`src/rtl/shiftadd_mul_pkg.sv`:
```
// Package: shared types for the shift-add multiplier.
// Assumes nothing beyond standard SystemVerilog.
package shiftadd_mul_pkg;

    // Sequencer states: waiting for a start, or stepping through bits.
    typedef enum logic [0:0] {
        SEQ_IDLE = 1'b0,
        SEQ_RUN  = 1'b1
    } seq_state_t;

endpackage

```
`src/rtl/shiftadd_mul_adder.sv`:
```
// Module: W-bit unsigned adder with carry out.
// RIPPLE=1 builds an explicit full-adder chain; RIPPLE=0 leaves the
// structure to synthesis. Purely combinational; assumes W >= 1.
module shiftadd_mul_adder #(
    parameter int W      = 32,
    parameter bit RIPPLE = 1'b0
) (
    input  logic [W-1:0] a_i,
    input  logic [W-1:0] b_i,
    output logic [W-1:0] sum_o,
    output logic         co_o
);

    generate
        if (RIPPLE) begin : g_ripple
            logic [W:0] carry;
            assign carry[0] = 1'b0;
            for (genvar k = 0; k < W; k++) begin : g_bit
                // One full-adder cell per bit position.
                assign sum_o[k]   = a_i[k] ^ b_i[k] ^ carry[k];
                assign carry[k+1] = (a_i[k] & b_i[k]) | (carry[k] & (a_i[k] ^ b_i[k]));
            end
            assign co_o = carry[W];
        end else begin : g_infer
            // Single wide addition; the extra bit is the carry.
            always_comb begin
                {co_o, sum_o} = {1'b0, a_i} + {1'b0, b_i};
            end
        end
    endgenerate

endmodule

```
`src/rtl/shiftadd_mul_ctrl.sv`:
```
// Module: sequencer for the shift-add multiplier.
// Accepts a start only in IDLE, then issues W step strobes and a one-cycle
// done pulse after the last step. Assumes W >= 2.
module shiftadd_mul_ctrl
    import shiftadd_mul_pkg::*;
#(
    parameter int W = 32
) (
    input  logic clk,
    input  logic rst_n,
    input  logic start_i,
    output logic load_o,
    output logic step_o,
    output logic busy_o,
    output logic done_o
);

    localparam int CW = $clog2(W);
    localparam logic [CW-1:0] LAST = CW'(W - 1);

    seq_state_t    state_q;
    logic [CW-1:0] cnt_q;
    logic          last_step;

    assign load_o    = (state_q == SEQ_IDLE) && start_i;
    assign step_o    = (state_q == SEQ_RUN);
    assign busy_o    = (state_q == SEQ_RUN);
    assign last_step = step_o && (cnt_q == LAST);

    // State register: enter RUN on an accepted start, leave after the last step.
    always_ff @(posedge clk) begin
        if (!rst_n) begin
            state_q <= SEQ_IDLE;
        end else if (load_o) begin
            state_q <= SEQ_RUN;
        end else if (last_step) begin
            state_q <= SEQ_IDLE;
        end
    end

    // Step counter: cleared on load, advanced on every step.
    always_ff @(posedge clk) begin
        if (!rst_n) begin
            cnt_q <= '0;
        end else if (load_o) begin
            cnt_q <= '0;
        end else if (step_o) begin
            cnt_q <= cnt_q + 1'b1;
        end
    end

    // Completion pulse: one cycle after the final step.
    always_ff @(posedge clk) begin
        if (!rst_n) begin
            done_o <= 1'b0;
        end else begin
            done_o <= last_step;
        end
    end

endmodule

```
`src/rtl/shiftadd_mul_dpath.sv`:
```
// Module: datapath holding the multiplicand and the combined product/
// multiplier register. On load the multiplier goes to the low half and the
// high half is cleared; each step conditionally adds and shifts right.
// Assumes load and step are never asserted together.
module shiftadd_mul_dpath #(
    parameter int W      = 32,
    parameter bit RIPPLE = 1'b0
) (
    input  logic         clk,
    input  logic         rst_n,
    input  logic         load_i,
    input  logic         step_i,
    input  logic [W-1:0] mcand_i,
    input  logic [W-1:0] mplier_i,
    output logic [W-1:0] hi_o,
    output logic [W-1:0] lo_o
);

    localparam int PW = 2 * W;

    logic [W-1:0]  mcand_q;
    logic [PW-1:0] prod_q;
    logic [W-1:0]  addend;
    logic [W-1:0]  sum;
    logic          carry;

    // Select the multiplicand or zero from the current low bit.
    always_comb begin
        addend = prod_q[0] ? mcand_q : '0;
    end

    shiftadd_mul_adder #(
        .W      (W),
        .RIPPLE (RIPPLE)
    ) adder_i (
        .a_i   (prod_q[PW-1:W]),
        .b_i   (addend),
        .sum_o (sum),
        .co_o  (carry)
    );

    // Multiplicand register: captured only on an accepted start.
    always_ff @(posedge clk) begin
        if (!rst_n) begin
            mcand_q <= '0;
        end else if (load_i) begin
            mcand_q <= mcand_i;
        end
    end

    // Product register: load, or add-then-shift with carry into the top bit.
    always_ff @(posedge clk) begin
        if (!rst_n) begin
            prod_q <= '0;
        end else if (load_i) begin
            prod_q <= {{W{1'b0}}, mplier_i};
        end else if (step_i) begin
            prod_q <= {carry, sum, prod_q[W-1:1]};
        end
    end

    assign hi_o = prod_q[PW-1:W];
    assign lo_o = prod_q[W-1:0];

endmodule

```
`src/rtl/shiftadd_mul.sv`:
```
// Module: top of the iterative unsigned multiplier.
// Start is taken only when idle; the product is valid in the done cycle and
// held until the next accepted start. Assumes W >= 2.
module shiftadd_mul #(
    parameter int W      = 32,
    parameter bit RIPPLE = 1'b0
) (
    input  logic         clk,
    input  logic         rst_n,
    input  logic         start_i,
    input  logic [W-1:0] mcand_i,
    input  logic [W-1:0] mplier_i,
    output logic         busy_o,
    output logic         done_o,
    output logic [W-1:0] hi_o,
    output logic [W-1:0] lo_o
);

    logic load;
    logic step;

    shiftadd_mul_ctrl #(
        .W (W)
    ) ctrl_i (
        .clk     (clk),
        .rst_n   (rst_n),
        .start_i (start_i),
        .load_o  (load),
        .step_o  (step),
        .busy_o  (busy_o),
        .done_o  (done_o)
    );

    shiftadd_mul_dpath #(
        .W      (W),
        .RIPPLE (RIPPLE)
    ) dpath_i (
        .clk      (clk),
        .rst_n    (rst_n),
        .load_i   (load),
        .step_i   (step),
        .mcand_i  (mcand_i),
        .mplier_i (mplier_i),
        .hi_o     (hi_o),
        .lo_o     (lo_o)
    );

endmodule

```
`config.mk`:
```
export PLATFORM = sky130hd
export DESIGN_NAME = shiftadd_mul
export DESIGN_NICKNAME = d
export VERILOG_FILES = /design/src/rtl/shiftadd_mul_pkg.sv /design/src/rtl/shiftadd_mul_adder.sv /design/src/rtl/shiftadd_mul_ctrl.sv /design/src/rtl/shiftadd_mul_dpath.sv /design/src/rtl/shiftadd_mul.sv
export SDC_FILE = /design/constraint.sdc
export NUM_CORES = 1
export LEC_CHECK = 0
export BUFFER_PORTS_ARGS = -buffer_cell sky130_fd_sc_hd__buf_2
export CAP_MARGIN = 20
export CORE_ASPECT_RATIO = 0.9
export CORE_MARGIN = 2
export CORE_UTILIZATION = 59
export CTS_CLUSTER_SIZE = 14
export DETAILED_ROUTE_END_ITERATION = 7
export GPL_ROUTABILITY_DRIVEN = 1
export PLACE_DENSITY = 0.86
export SLEW_MARGIN = 5
export SYNTH_ARGS = -nofsm -noshare
export SYNTH_HDL_FRONTEND = slang
export SYNTH_SLANG_ARGS = --single-unit
```
`constraint.sdc`:
```
create_clock -name clk -period 8.4 [get_ports clk]
set_input_delay 1.68 -clock clk [delete_from_list [all_inputs] [get_ports clk]]
set_output_delay 1.68 -clock clk [all_outputs]
set_load 0.02 [all_outputs]
```
Word level (Yosys, flattened, before mapping)
Cells that the tools add are included. W data, S select, Z words.

Bitwise gates (word level): 2. Order comparisons: 0. Divide/modulo/power cells: 0. Reduce and logical (&&, ||, !) cells: 5. $mul: 0. Equal/unequal tests: 1. Shift operators: 0. Muxes and demuxes: 5. $add $sub $neg: 2.

Operator list (count): $mux W32 (3); $add A32 B32 Y33 (1); $add A5 B1 Y5 const B (1); $eq A5 B5 Y1 const B (1); $reduce_bool A2 Y1 (2); $logic_and A1 B1 Y1 (2); $mux W1 (2); $not A1 Y1 (2); $reduce_or A2 Y1 (1).

Output and inout bits: 66. Bits in latches: 0. RAM bits: 0. Memories: 0. Logic and storage cells: 21. Memory bits (read-only): 0. Register bits: 103.

Logic depth before layout (Yosys ltp)
Word-level depth: 4. Mapped depth: 12. Gate-level depth less buffers: 11.

Hierarchy
Synthesis repeated with hierarchy kept, for this count alone.

Cell total of the unflattened synthesis: 691. Area, all modules: 6523.8 um^2.

Modules (own cells, without submodules): shiftadd_mul_dpath (area each 4290.4 um^2, instances 1, seq. area each 1921.8 um^2, cells each 384); shiftadd_mul_adder (area each 1901.8 um^2, instances 1, seq. area each 0.0 um^2, cells each 274); shiftadd_mul_ctrl (area each 331.6 um^2, instances 1, seq. area each 140.1 um^2, cells each 33).

Worst setup path after synthesis
OpenSTA, ideal clock, no wires.

Path kind: input port to flip-flop. Start: input start_i. End: register dpath_i.prod_q[2]. Library setup time: 0.115 ns. Stages: 5. Setup slack: 5.408 ns. Arrival time: 2.877 ns. Required time: 8.285 ns. Cells stage by stage: clkbuf_1 -> buf_1 -> mux2i_1 -> o21ai_0 -> and2_1.

Longest elaborated chain between the ends: 2.

Ends and longest elaborated chain: from (decl) (line shiftadd_mul.sv:10) `input logic start_i,`; $logic_and A1 B1 Y1 (*) (line shiftadd_mul_ctrl.sv:25) `assign load_o = (state_q == SEQ_IDLE) && start_i;`; $mux W32 / $reduce_bool A2 Y1 (equally long branches); to (signal assigned) (line shiftadd_mul_dpath.sv:56) `prod_q <= {{W{1'b0}}, mplier_i};`; to (signal assigned) (line shiftadd_mul_dpath.sv:58) `prod_q <= {carry, sum, prod_q[W-1:1]};`; to (decl) (line shiftadd_mul_dpath.sv:22) `logic [PW-1:0] prod_q;`.

Every way passes the cells marked *; elsewhere a longest branch is shown, timed or not. A chain may end at the register's enable or synchronous reset.

Final worst setup path
Start: register dpath_i.prod_q[0]. End: register dpath_i.prod_q[57].

Longest elaborated chain between the ends: 2.

Ends and longest elaborated chain: $mux W32 (line shiftadd_mul_dpath.sv:29) `addend = prod_q[0] ? mcand_q : '0;`; $add A32 B32 Y33 (line shiftadd_mul_adder.sv:27) `{co_o, sum_o} = {1'b0, a_i} + {1'b0, b_i};`.

No other way between the ends.

==> results by group <==
Outcome
  – Status: finished clean

Floorplan
  – Initial Utilization: 60.9%
  – Core area: between 9000 and 10000 sq um
  – Die Height: just under 100 um
  – I/O pin cnt: 133
  – Standard-cell rows: 34
  – Die span in x: between 100 and 150 um
  – DIE AREA: about 11000 sq um

Clocking
  – Post-CTS Setup Inserts: 0
  – Clock slew at reported path FFs: around 100 ps
  – Clk sinks: roughly 100
  – CTS root buffer: clkbuf_8
  – Post_cts resized: 0
  – CTS H-tree lvls: 3
  – # hold bufs at CTS: 0
  – CTS tree: yes
  – Clock latency on the worst-skew pair: around 370 ps
  – CTS max path bufs: 2
  – CTS buffer count: 9

Global routing
  – Largest net degree at the start of global routing: 100
  – Initial antenna violation count: 0
  – Number of global-route vias before repair: roughly 5000
  – Gr usage total: 26.3%
  – Grt total ovfl: 0
  – First-pass GRT wire length: roughly 23000 um

Critical path
  – Worst Setup End Kind: flop
  – Worst path slowest cell: o41ai_2
  – CP max FO: 34
  – Worst EP required: between 8000 and 9000 ps
  – Critical path class: reg2reg
  – CP cell instances: and2_1, ha_1, fa_1, a21o_1, a31oi_1, o21ai_2, o41ai_2, o31ai_2, a21boi_2, xor2_1, o21ai_1
  – Setup slack, reg-to-reg: between 4000 and 5000 ps
  – Worst EP arrival: approximately 3800 ps
  – Crit start category: flop
  – Max incr delay on CP: 660 ps

Route
  – Via density: 5.61
  – 1st-iter DRT viols: 336
  – WL final: roughly 14000 um
  – DR DRC count: 0
  – DR pass1 iterations: 5
  – DR vias: approximately 5300
  – Routed Antenna Nets: 0
  – Drt wl/cell: approximately 15 um

Yosys
  – Seq/Total Area, Yosys: a little over a third
  – Avg Cell Area, Syn: 8.22 sq um
  – Top cells by count, synth: 133 x nand2_1, 103 x dfxtp_1, 64 x and2_1, 58 x o21ai_0, 44 x mux2i_1
  – Synth cell types: 52
  – Post-synth top flop: dfxtp_1
  – Synth area leader: dfxtp_1
  – #FFs+latches synth: just over 100
  – Post-Synthesis Cells: 719
  – Top-count cell post-synth: nand2_1
  – Post-synth ARST share: 0%
  – Top-area cell type share of the netlist area: a little over a third
  – Synthesized net count: between 800 and 900
  – Post-Synthesis Cell Area: 5910 sq um
  – Yosys warns: 0
  – Dominant cells by area after synthesis: dfxtp_1 35%, nand2_1 8.4%, mux2i_1 7.5%
  – Post-synth EDFFs: 0

Placed design
  – GPL Wtd Cong: around 0.92
  – Setup WS pre-CTS: about 4700 ps
  – Buffers added on ports: between 100 and 150
  – Post-DP HPWL: 10100 um

Hold path
  – Worst hold path type: reg2reg

Final layout
  – Multi-input logic area: about 3600 sq um
  – Sequential cell area: 2060 sq um
  – Nets: roughly 920
  – Layout cells sized above 1: approximately 20%
  – P&R area growth vs syn: 13.7%
  – Filler cells: 784
  – Antenna cell count: 0

Timing
  – Fin. max-slew vios: 0
  – Final Setup Violations: 0
  – Fin Clk Skew: roughly 12 ps
  – Max Freq: between 0.2 and 0.3 GHz
  – Unrepaired setup endpoints after global routing: no
  – Final Hold Fails: 0
  – Worst Tran Pin Value: 1010 ps
  – Setup TNS: 0 ps
  – Setup ws final: 4800 ps
  – Fin crit share: around 43%
  – Slew margin rel.: about a third
  – Min Tclk post-route: between 3000 and 4000 ps

Run
  – Max-cap violations: 0

Power
  – Max IR drop VDD: 0.0980 mV
  – P_leak: 3.11 nW
  – Power per cell area: 141 nW/um^2
[sequential cells by signal (all words and copies together), names as in the netlist]
register	count
ctrl_i.cnt_q	5
ctrl_i.busy_o	1
ctrl_i.done_o	1
dpath_i.prod_q	64
dpath_i.mcand_q	32
[stage by stage]
stage / utilization [%] / instances / hold WS (ps) / area [sq um] / total power [mW]
2_1_floorplan: - / 719 / 439 / 5910 / 0.622
3_3_place_gp: 67.4 / 935 / 449 / 6540 / 0.660
3_5_place_dp: 67.4 / 935 / 457 / 6540 / 0.666
4_1_cts: 69.3 / 951 / 471 / 6720 / 0.952
5_1_grt: 69.3 / 951 / 483 / 6720 / 0.988
6_report: 69.3 / 951 / 467 / 6720 / 0.945
[path summary, 6_finish.rpt]
kind | from | endpoint | cells past startpoint
hold reg to reg | dpath_i.mcand_q[4] | dpath_i.mcand_q[4] | 2
hold / removal | dpath_i.mcand_q[4] | dpath_i.mcand_q[4] | 2
setup reg to reg | dpath_i.prod_q[0] | dpath_i.prod_q[57] | 11
setup / recovery | dpath_i.prod_q[0] | dpath_i.prod_q[57] | 11
[per-layer routing]
| metal | vias up | wire (um) | GRT usage (%) |
|---|---|---|---|
| met5 | - | 0 | 0 |
| met4 | 0 | 388 | 9.83 |
| met3 | 31 | 785 | 5.49 |
| met1 | 2453 | 6160 | 33.1 |
| met2 | 172 | 6770 | 44.1 |
| li1 | 2675 | - | - |
[cell type report]
cell class	count	area share, %
multi-input combinational	565	53.8
timing repair buffer	135	10.2
tap	126	2.35
clock inverter	7	0.819
clock buffer	9	1.84
inverter	6	0.335
sequential	103	30.7
[power by group]
group	total, mW	switching [mW]	internal [mW]
Sequential	0.525	0.0155	0.509
Combinational	0.131	0.0770	0.0538
Clock	0.290	0.178	0.112
[critical path: cells and delay by family, from the launching register on]
family	cells	cell delay [ps]
and+or+nand+nor	1	330
DFF	1	650
adders and majority gates	2	620
xor gates and xnor gates	1	150
AOI/OAI and AO/OA	7	1690
[placed cells by master, fill, tap and decap left out, types with 2 or more instances in the layout]
cell / n
a211o_1: 2
a211oi_1: 7
a21boi_0: 32
a21o_1: 9
a21oi_1: 30
a21oi_2: 2
a221oi_1: 2
a31oi_1: 6
and2_1: 64
and3_1: 4
buf_2: 132
buf_4: 3
clkbuf_8: 9
clkinv_2: 2
dfxtp_1: 102
ha_1: 34
inv_1: 6
inv_6: 2
mux2i_1: 44
nand2_1: 133
nand2b_1: 8
nand3_1: 5
nand4_1: 10
nor2_1: 37
nor2b_1: 2
nor3_1: 2
o2111ai_1: 2
o211ai_1: 4
o21a_1: 4
o21ai_0: 58
o21ai_1: 2
o21bai_1: 3
o22ai_1: 6
or2_2: 2
xnor2_1: 19
xor2_1: 14
[logic make-up (layout without fill, tap and decap cells)]
family	Yosys count	count (layout)	share of synthesized area, %
fa+ha+maj	35	35	7.54
compound gates	179	179	19.3
mux	44	44	7.45
buf+inv	51	157	4.07
simple gates	274	274	21.8
flops	103	103	34.9
xor+xnor	33	33	4.89
Power figures use the tool's default switching activity.
